File: config.mk
export PLATFORM = sky130hd
export DESIGN_NAME = pin_source_array
export DESIGN_NICKNAME = d
export VERILOG_FILES = /design/src/rtl/pinsel_pkg.sv /design/src/rtl/pinsel_reg.sv /design/src/rtl/pinsel_decode.sv /design/src/rtl/pinsel_sync.sv /design/src/rtl/pin_source_array.sv
export SDC_FILE = /design/constraint.sdc
export NUM_CORES = 1
export LEC_CHECK = 0
export ABC_AREA = 1
export BUFFER_PORTS_ARGS = -buffer_cell sky130_fd_sc_hd__buf_2
export CAP_MARGIN = 20
export CORE_ASPECT_RATIO = 1.75
export CORE_MARGIN = 5
export CORE_UTILIZATION = 35
export DETAILED_ROUTE_END_ITERATION = 12
export PLACE_DENSITY = 0.65
export SYNTH_ARGS = -nofsm -noshare
export SYNTH_HDL_FRONTEND = slang
export SYNTH_SLANG_ARGS = --single-unit
File: constraint.sdc
create_clock -name clk -period 1.1 [get_ports clk]
set_input_delay 0.165 -clock clk [delete_from_list [all_inputs] [get_ports clk]]
set_output_delay 0.165 -clock clk [all_outputs]
set_load 0.02 [all_outputs]
File: src/rtl/pinsel_pkg.sv
// Shared types for the pin drive source selector.
// Assumes the control byte layout below; the field order is what the decoder reads.
package pinsel_pkg;

    typedef enum logic [1:0] {
        DRV_OFF  = 2'b00,
        DRV_LOW  = 2'b01,
        DRV_CLK  = 2'b10,
        DRV_CLKN = 2'b11
    } drv_mode_e;

    typedef struct packed {
        logic      pd;
        drv_mode_e mode;
        logic      pu;
        logic      hi;
        logic      tst;
        logic      dac;
        logic      gnd;
    } pin_ctl_t;

    typedef struct packed {
        logic gnd;
        logic dac;
        logic tst;
        logic hi;
        logic lo;
        logic pu;
        logic pd;
    } pin_en_t;

endpackage

File: src/rtl/pinsel_reg.sv
// One pin's control byte register.
// Loads on wr_en and clears on synchronous active-low reset.
module pinsel_reg
    import pinsel_pkg::*;
(
    input  logic     clk,
    input  logic     rst_n,
    input  logic     wr_en,
    input  logic [7:0] wdata,
    output pin_ctl_t ctl
);

    // Hold or load the control byte.
    always_ff @(posedge clk) begin
        if (!rst_n)
            ctl <= '0;
        else if (wr_en)
            ctl <= pin_ctl_t'(wdata);
    end

endmodule

File: src/rtl/pinsel_decode.sv
// Combinational decode of one control byte into source enables.
// Assumes clk_hi/clk_lo are the true-phase driver requests of the shared clock.
// Priorities: high over low, ground over pulls, pullup over pulldown.
module pinsel_decode
    import pinsel_pkg::*;
(
    input  pin_ctl_t ctl,
    input  logic     clk_hi,
    input  logic     clk_lo,
    output pin_en_t  en
);

    logic mode_hi;
    logic mode_lo;

    // Route the mode field onto raw logic driver requests.
    always_comb begin
        unique case (ctl.mode)
            DRV_OFF:  begin mode_hi = 1'b0;   mode_lo = 1'b0;   end
            DRV_LOW:  begin mode_hi = 1'b0;   mode_lo = 1'b1;   end
            DRV_CLK:  begin mode_hi = clk_hi; mode_lo = clk_lo; end
            DRV_CLKN: begin mode_hi = clk_lo; mode_lo = clk_hi; end
            default:  begin mode_hi = 1'b0;   mode_lo = 1'b0;   end
        endcase
    end

    // Apply the fixed source priorities.
    always_comb begin
        en.gnd = ctl.gnd;
        en.dac = ctl.dac;
        en.tst = ctl.tst;
        en.hi  = ctl.hi | mode_hi;
        en.lo  = mode_lo & ~en.hi;
        en.pu  = ctl.pu & ~ctl.gnd;
        en.pd  = ctl.pd & ~ctl.pu & ~ctl.gnd;
    end

endmodule

File: src/rtl/pinsel_sync.sv
// Two-flop synchroniser for a vector of asynchronous comparator levels.
// Each bit is treated on its own; no cross-bit coherence is assumed.
module pinsel_sync #(
    parameter int WIDTH = 8
) (
    input  logic             clk,
    input  logic             rst_n,
    input  logic [WIDTH-1:0] d,
    output logic [WIDTH-1:0] q
);

    logic [WIDTH-1:0] meta;

    // Shift the levels through two stages.
    always_ff @(posedge clk) begin
        if (!rst_n) begin
            meta <= '0;
            q    <= '0;
        end else begin
            meta <= d;
            q    <= meta;
        end
    end

endmodule

File: src/rtl/pin_source_array.sv
// Array of per-pin drive source selectors on a byte-wide bus.
// Each pin owns a 2**OFS_W byte window; the control byte sits at offsets 0-1.
// Assumes at most one write per cycle and that reads need no strobe.
module pin_source_array
    import pinsel_pkg::*;
#(
    parameter int NPINS  = 8,
    parameter int OFS_W  = 4,
    parameter int DATA_W = 8
) (
    input  logic                 clk,
    input  logic                 rst_n,
    input  logic                 bus_wr,
    input  logic [$clog2(NPINS)+OFS_W-1:0] bus_addr,
    input  logic [DATA_W-1:0]    bus_wdata,
    output logic [DATA_W-1:0]    bus_rdata,
    input  logic                 clk_hi,
    input  logic                 clk_lo,
    input  logic [NPINS-1:0]     pin_cmp,
    output logic [NPINS-1:0]     en_gnd,
    output logic [NPINS-1:0]     en_dac,
    output logic [NPINS-1:0]     en_tst,
    output logic [NPINS-1:0]     en_hi,
    output logic [NPINS-1:0]     en_lo,
    output logic [NPINS-1:0]     en_pu,
    output logic [NPINS-1:0]     en_pd
);

    localparam int IDX_W  = $clog2(NPINS);
    localparam int ADDR_W = IDX_W + OFS_W;

    logic [IDX_W-1:0] pin_idx;
    logic [OFS_W-1:0] pin_ofs;
    logic             ctl_slot;
    logic [NPINS-1:0] cmp_q;

    // Split the address into pin index and window offset.
    always_comb begin
        pin_idx  = bus_addr[ADDR_W-1:OFS_W];
        pin_ofs  = bus_addr[OFS_W-1:0];
        ctl_slot = ((pin_ofs >> 1) == '0);
    end

    for (genvar k = 0; k < NPINS; k++) begin : g_pin
        pin_ctl_t ctl;
        pin_en_t  en;
        logic     wr_hit;

        // Write decode for this pin's control byte.
        assign wr_hit = bus_wr && ctl_slot && (pin_idx == IDX_W'(k));

        pinsel_reg u_reg (
            .clk   (clk),
            .rst_n (rst_n),
            .wr_en (wr_hit),
            .wdata (bus_wdata[7:0]),
            .ctl   (ctl)
        );

        pinsel_decode u_dec (
            .ctl    (ctl),
            .clk_hi (clk_hi),
            .clk_lo (clk_lo),
            .en     (en)
        );

        assign en_gnd[k] = en.gnd;
        assign en_dac[k] = en.dac;
        assign en_tst[k] = en.tst;
        assign en_hi[k]  = en.hi;
        assign en_lo[k]  = en.lo;
        assign en_pu[k]  = en.pu;
        assign en_pd[k]  = en.pd;
    end

    pinsel_sync #(.WIDTH(NPINS)) u_sync (
        .clk   (clk),
        .rst_n (rst_n),
        .d     (pin_cmp),
        .q     (cmp_q)
    );

    // Readback: synchronised level in bit 0, ones above.
    always_comb begin
        bus_rdata = {{(DATA_W-1){1'b1}}, cmp_q[pin_idx]};
    end

    // logic drivers of a pin never fight.
    a_r6_hi_lo_exclusive: assert property (@(posedge clk) disable iff (!rst_n)
        (en_hi & en_lo) == '0);

    // pull resistors never both on.
    a_r7_pu_pd_exclusive: assert property (@(posedge clk) disable iff (!rst_n)
        (en_pu & en_pd) == '0);

    // ground switch never shares the pin with a pull resistor.
    a_r8_gnd_no_pull: assert property (@(posedge clk) disable iff (!rst_n)
        (en_gnd & (en_pu | en_pd)) == '0);

    // reset leaves every pin undriven.
    a_r1_reset_idle: assert property (@(posedge clk)
        !rst_n |=> ((en_gnd | en_dac | en_tst | en_hi | en_lo | en_pu | en_pd) == '0));

    // writes outside the control slot leave the static enables alone.
    a_r3_ignored_offset: assert property (@(posedge clk) disable iff (!rst_n)
        (bus_wr && !ctl_slot) |=> ($stable(en_gnd) && $stable(en_dac) && $stable(en_tst)
                                   && $stable(en_pu) && $stable(en_pd)));

endmodule

==> flow_summary.ini, run 1 <==
[run_status]
outcome = finished with violations
failed_checks = negative setup slack

[detailed_routing]
drc = 0
dr.pass1.iters = 4
drt_iter0_drc = 209
via_count = 3646
finalWirelength_um = 9770
routed_via_density = 4.58
ant_nets = 0
wl_per_cell_um = 12.3

[synthesis]
yosys-top-cells-area = dfxtp_1, nor2_1, nand2_1
synthesis.instances = 587
synth_top_area_cell = dfxtp_1
syn_area_per_cell_um2 = 6.64
syn-cell-area_um2 = 3900
synth.yosys.seq_area_share_pct = 41.1
ys_types = 19
netlist.area_leader.share_pct = 41.1
yosys_warnings = 0
ys_seq_elements = 80

[worst_setup_path]
crit_required_ns = 0.94
crit_path_end = en_lo[2]
r2r_setup_slack_ns = 0.41
slowest_stage = dfxtp_4
critical_path.max_fanout = 4
cp_num_buf_inv = 2
endpoint_kind = primary output
critPathTopFamily = flip-flops
crit_cells = 5
crit_start = g_pin[2].u_reg.ctl[5]
slowest_delay_ns = 0.36
critPathArrivalTime_ns = 1.29
crit_type = reg -> out
worstPathCellList = inv_2 -> nand3_2 -> nand3b_1 -> a21oi_4 -> buf_6
timing.rr.end = g_pin[6].u_reg.ctl[4]
startpoint_type = flop
r2r_cells = 3
worst_r2r_startpoint = g_pin[6].u_reg.ctl[4]

[timing]
fin_skew_ns = 0.00194
max_freq_mhz = 687
layout_setup_ws_ns = -0.355
finalMaxSlewViolations = 0
period_share_pct = 132
setup_viol = 25
finalHoldViolCount = 0
finalSetupTns_ns = -4.64
period_minus_slack_ns = 1.45
rsz0062_at_grt = yes
holdWs_ns = 0.0108

[cts]
h-tree-depth = 3
cts-root-buf = clkbuf_16
numCtsBuffers = 9
clkSinkCount = 80
cts_tree = built
cts_hold_buf = 0
clockBufferDepth = 2
clk_pin_slew_worst_paths_ns = 0.06
clk_latency_ns = 0.33

[die]
rows = 51
design.die.area_um2 = 13400
die_w_um = 89.8
ios = 92
core-area_um2 = 11000
die_h_um = 150
initial_utilization_pct = 35.3

[global_route]
grt_pass1_wl_um = 15800
grt_util_all_layers_pct = 14.5
grt-ovfl-total = 0
grt_pass1_vias = 3483
grt_max_degree = 81
antenna_found_initial = 0

[cells_and_area]
nets = 687
fillers = 1113
area.growth.synth_to_final_pct = 32.3
multiInputGateArea_um2 = 1940
drive_gt1_share_pct = 32.4
final_cell_count_no_fill = 796
regArea_um2 = 1660
antennaDiodeCount = 0

[placed_design]
hpwlAfterDp_um = 7140
io_buffers = 83
gp_congestion = 0.819
dpl.cell_count = 777

[run]
cap_violations = 0

[power_and_ir_drop]
total_power_mw = 6.65
irDropWorstVdd_mv = 0.844
power_density_nw_per_um2 = 1290
p_leak_nw = 2.39

[min_path]
hp-class = in -> reg
## worst min-delay path by stage
| stage | startpoint | end | slack, ns | cells after the start |
|---|---|---|---|---|
| 2_1_floorplan | pin_cmp[0] | u_sync.meta[0] | 0.26 | 2 |
| 3_3_place_gp | pin_cmp[3] | u_sync.meta[3] | 0.35 | 3 |
| 3_5_place_dp | pin_cmp[2] | u_sync.meta[2] | 0.35 | 3 |
| 4_1_cts | pin_cmp[3] | u_sync.meta[3] | 0.002 | 3 |
| 5_1_grt | pin_cmp[3] | u_sync.meta[3] | 0.006 | 3 |
| 6_report | pin_cmp[3] | u_sync.meta[3] | 0.01 | 3 |
## cells in the mapped netlist
master    instances
o22ai_1           3
clkbuf_1          4
buf_2             7
nor2_2            3
buf_6             1
nand3_1          83
buf_1             7
a21oi_1           5
buf_4            33
nor2_1          152
dfxtp_1          80
conb_1            1
nor2_4            9
nand3_4           1
o21ai_0           5
inv_1            50
nand2_1         128
inv_2             4
nand3b_1         11
## layer usage
metal	track usage, %	routed length [µm]	up-vias
li1	-	-	1923
met1	13.9	3560	1610
met2	27.1	5270	89
met3	4.68	589	24
met4	7.49	345	0
met5	0	0	-
## registers in the layout (all words and copies together) (netlist names)
signal,cells
g_pin.u_reg.ctl,64
u_sync.meta,8
u_sync.q,8
## metrics by stage
stage / area (µm²) / setup slack (ns) / utilization (%)
finish: 5160 / -0.355 / 46.7
global route: 5160 / -0.364 / 46.7
CTS: 5010 / -0.309 / 45.4
detailed placement: 4520 / -0.124 / 41.0
global placement: 4520 / -0.109 / 41.0
floorplan: 4020 / -0.0454 / -
## repair_timing
action	CTS	global route
setup buffers	1	2
endpoints found under the setup margin	33	35
gates resized for setup	82	49
pin swaps	7	8
## placed cells by master, fill, tap and decap left out
master     Yosys  final
nand2_2        0      6
nand2_1      128    122
inv_4          0      1
dfxtp_1       80     48
bufinv_16      0      1
inv_2          4     17
conb_1         1      7
nor2_2         3      9
nor2_4         9     13
dfxtp_2        0     25
dfxtp_4        0      7
nand3_4        1      1
o22ai_1        3      2
buf_6          1     20
a21oi_4        0      5
o21ai_1        0      2
o22ai_2        0      1
inv_1         50     36
o21ai_2        0      3
buf_12         0      9
clkinv_2       0      1
clkbuf_8       0      4
buf_4         33     29
buf_2          7     49
clkbuf_1       4      1
nand3_2        0      5
clkbuf_16      0      9
nor2_1       152    142
nand3b_1      11     11
nand3_1       83     78
## worst register-to-register path, cell delays in order, from the launching register on
cell	delay (ns)
dfxtp_2	0.32
buf_4	0.12
nor2_1	0.09
nor2_1	0.05
## power by group
group / total, mW / leakage (nW) / switching [mW] / internal, mW
clock: 3.10 / 0.159 / 1.09 / 2.00
sequential: 2.95 / 0.666 / 0.0197 / 2.93
combinational: 0.606 / 1.57 / 0.382 / 0.224
## layout make-up
cell class / count / share of cell area (%)
Timing Repair Buffer: 107 / 16.8
Clock buffer: 14 / 5.51
Tap cell: 132 / 3.20
Sequential cell: 80 / 32.2
Clock inverter: 2 / 0.679
Inverter: 54 / 3.98
Multi-Input combinational cell: 407 / 37.6
## logic make-up after synthesis
logic type      after synthesis  synth area share, %
flops                        80                 41.1
buf+inv                     106                 13.8
other cells                   1               0.0962
compound gates               13                 1.76
simple gates                387                 43.3
Note: power is estimated with default switching activity, not from simulation.
==> inputs of run 2 (changes only) <==
--- a/config.mk
+++ b/config.mk
@@ -12,7 +12,8 @@
 export CORE_MARGIN = 5
 export CORE_UTILIZATION = 35
 export DETAILED_ROUTE_END_ITERATION = 12
-export PLACE_DENSITY = 0.65
+export PLACE_DENSITY = 0.64
 export SYNTH_ARGS = -nofsm -noshare
 export SYNTH_HDL_FRONTEND = slang
+export SYNTH_HIERARCHICAL = 1
 export SYNTH_SLANG_ARGS = --single-unit
==> run 2 against run 1 <==
- the run still ends with negative setup slack left
- count of clock-buffer cells in the layout fell by 2
- register-to-register slack worse by 0.05 ns
- cell count is 13% higher
- sequential share of layout area shrank 1.7 points
- critical path type unchanged
- largest cell class unchanged
- largest power group unchanged
==> flow_summary.ini, run 2 <==
[run_status]
outcome = finished with violations
failed_checks = negative setup slack

[cells_and_area]
antennaDiodeCount = 0
largest_register_ffs = 64
layout_commonest_cell = nand2_1
mostFrequentLayoutCells = nand2_1, nor2_1, inv_1
largest_register = g_pin.u_reg/ctl
nets = 756
largestRegisters = g_pin.u_reg/ctl x64, u_sync/meta x8, u_sync/q x8
fillers = 1263
drive_gt1_share_pct = 34.7
area.growth.synth_to_final_pct = 26.2
regArea_um2 = 1670
multiInputGateArea_um2 = 1870

[detailed_routing]
routed_via_density = 4.05
wl_per_cell_um = 10.9
ant_nets = 0
finalWirelength_um = 9800
drt_iter0_drc = 167
drc = 0
dr.pass1.iters = 4
via_count = 3648

[worst_setup_path]
crit_type = reg -> out
r2r_setup_slack_ns = 0.36
endpoint_kind = primary output
slowest_delay_ns = 0.36
critPathArrivalTime_ns = 1.16
crit_required_ns = 0.94
r2r_cells = 3
timing.rr.end = g_pin[6].u_reg/ctl[5]
worstPathCellList = inv_4 -> nand3_2 -> nand2_2 -> inv_2 -> nor2_2 -> buf_6
startpoint_type = flop
worst_r2r_startpoint = g_pin[6].u_reg/ctl[5]
critical_path.max_fanout = 4
slowest_stage = dfxtp_4

[synthesis]
ys_seq_elements = 80
syn_area_per_cell_um2 = 6.63
synth_edf_count = 0
synthesis.instances = 656
ys_types = 15
yosys_warnings = 6
synth.yosys.seq_area_share_pct = 36.8
syn-cell-area_um2 = 4350
netlist.area_leader.share_pct = 36.8
synth_top_area_cell = dfxtp_1
yosys-top-cells-count = nand2_1, nor2_1, inv_1
yosys-top-cells-area = dfxtp_1, nand2_1, nor2_1
synthArstFlopShare_pct = 0
yosysMostFrequentCell = nand2_1
dominantRegCellSynth = dfxtp_1

[run]
cap_violations = 0

[min_path]
hp-class = in -> reg
min_to = u_sync/meta[0]
hold_depth = 3
hold_start = pin_cmp[0]

[power_and_ir_drop]
power_density_nw_per_um2 = 1290
p_leak_nw = 2.84
irDropWorstVdd_mv = 0.798

[cts]
numCtsBuffers = 9
clk_latency_ns = 0.33
h-tree-depth = 3
clk_pin_slew_worst_paths_ns = 0.06
clkSinkCount = 80
cts_tree = built
clockBufferDepth = 2
cts-root-buf = clkbuf_16

[timing]
period_minus_slack_ns = 1.32
layout_setup_ws_ns = -0.222
period_share_pct = 120
finalHoldViolCount = 0
finalMaxSlewViolations = 0
fin_skew_ns = 0.00458
holdWs_ns = 0.0120
max_freq_mhz = 757
setup_viol = 28
rsz0062_at_grt = yes

[die]
die_w_um = 94.3
die_h_um = 157
design.die.area_um2 = 14800
ios = 92
core-area_um2 = 12400
initial_utilization_pct = 35.2
rows = 54

[global_route]
grt_pass1_vias = 3382
busiest_layer = met2
met1_usage_pct = 15.1
grtUsageMet2_pct = 25.6
grt_util_all_layers_pct = 13.8
grt_pass1_wl_um = 16000
antenna_found_initial = 0
grt_max_degree = 27
grt.met3_usage_pct = 2.82
grt-ovfl-total = 0

[placed_design]
gp_congestion = 0.744
dp_slack_ns = -0.195
hpwlAfterDp_um = 6860
io_buffers = 83
## run 2: cell types whose count changed after synthesis, moves of 8 or more
cell / change
nor3_1: +9
inv_1: +64
nand2_1: +53
nand2_2: +21
buf_6: +8
nand3b_1: -11
nand3_1: -67
nand3_2: +16
buf_8: +16
nor2_4: -9
nor2_1: -8
## run 2: cell type report
cell class	instances	share of cell area, %
Clock buffer	12	4.86
Sequential cell	80	30.5
Timing Repair Buffer	112	16.4
Inverter	123	8.51
Multi-Input combinational cell	402	34.1
Clock inverter	4	1.80
Tap cell	168	3.83
## run 2: worst max-delay path, delay by kind of cell, from the launching register on
| family | cells | cell delay (ns) |
|---|---|---|
| flip-flops | 1 | 0.36 |
| buffers and inverters | 3 | 0.22 |
| AND/OR/NAND/NOR | 3 | 0.25 |
## run 2: what timing repair did
action | in CTS | in global routing
setup endpoints to repair | 34 | 34
hold buffers | 4 | 0
gates resized for setup | 94 | 45
pin swaps | 23 | 24
setup buffers | 1 | 2
hold endpoints to repair | 4 | 0
## run 2: layer usage
metal	vias up	share of wire (%)
met5	-	0
met4	0	1.8
met3	11	4.8
met2	69	53
met1	1591	41
li1	1977	-
## run 2: cell families after synthesis
group / after synthesis / synth area share [%]
buf+inv: 180 / 24.3
simple gates: 395 / 38.8
flops: 80 / 36.8
other cells: 1 / 0.0862
## run 2: how the worst max path moves through the flow
stage / startpoint / endpoint
global placement: bus_addr[1] / g_pin[5].u_reg/ctl[7]
detailed placement: bus_addr[1] / g_pin[4].u_reg/ctl[3]
CTS: g_pin[3].u_reg/ctl[5] / en_lo[3]
floorplan: bus_addr[1] / g_pin[4].u_reg/ctl[6]
finish: g_pin[1].u_reg/ctl[5] / en_lo[1]
global route: g_pin[1].u_reg/ctl[5] / en_lo[1]
## run 2: power by group
part,switching [mW],leakage [nW],internal [mW]
combinational,0.354,1.99,0.212
sequential,0.0216,0.668,2.92
clock,1.17,0.179,2.41
total,1.55,2.84,5.53
## run 2: metrics by stage
step                area (µm²)  util, %  setup TNS, ns  total power, mW  cells
floorplan                 4430        -        -0.0442             3.39    662
global placement          4730     38.2          -9.89             3.56    878
detailed placement        4730     38.2         -10.69             3.56    878
CTS                       5350     43.3          -3.71             7.17    899
global route              5490     44.4          -4.86             7.33    901
finish                    5490     44.4          -3.15             7.08    901
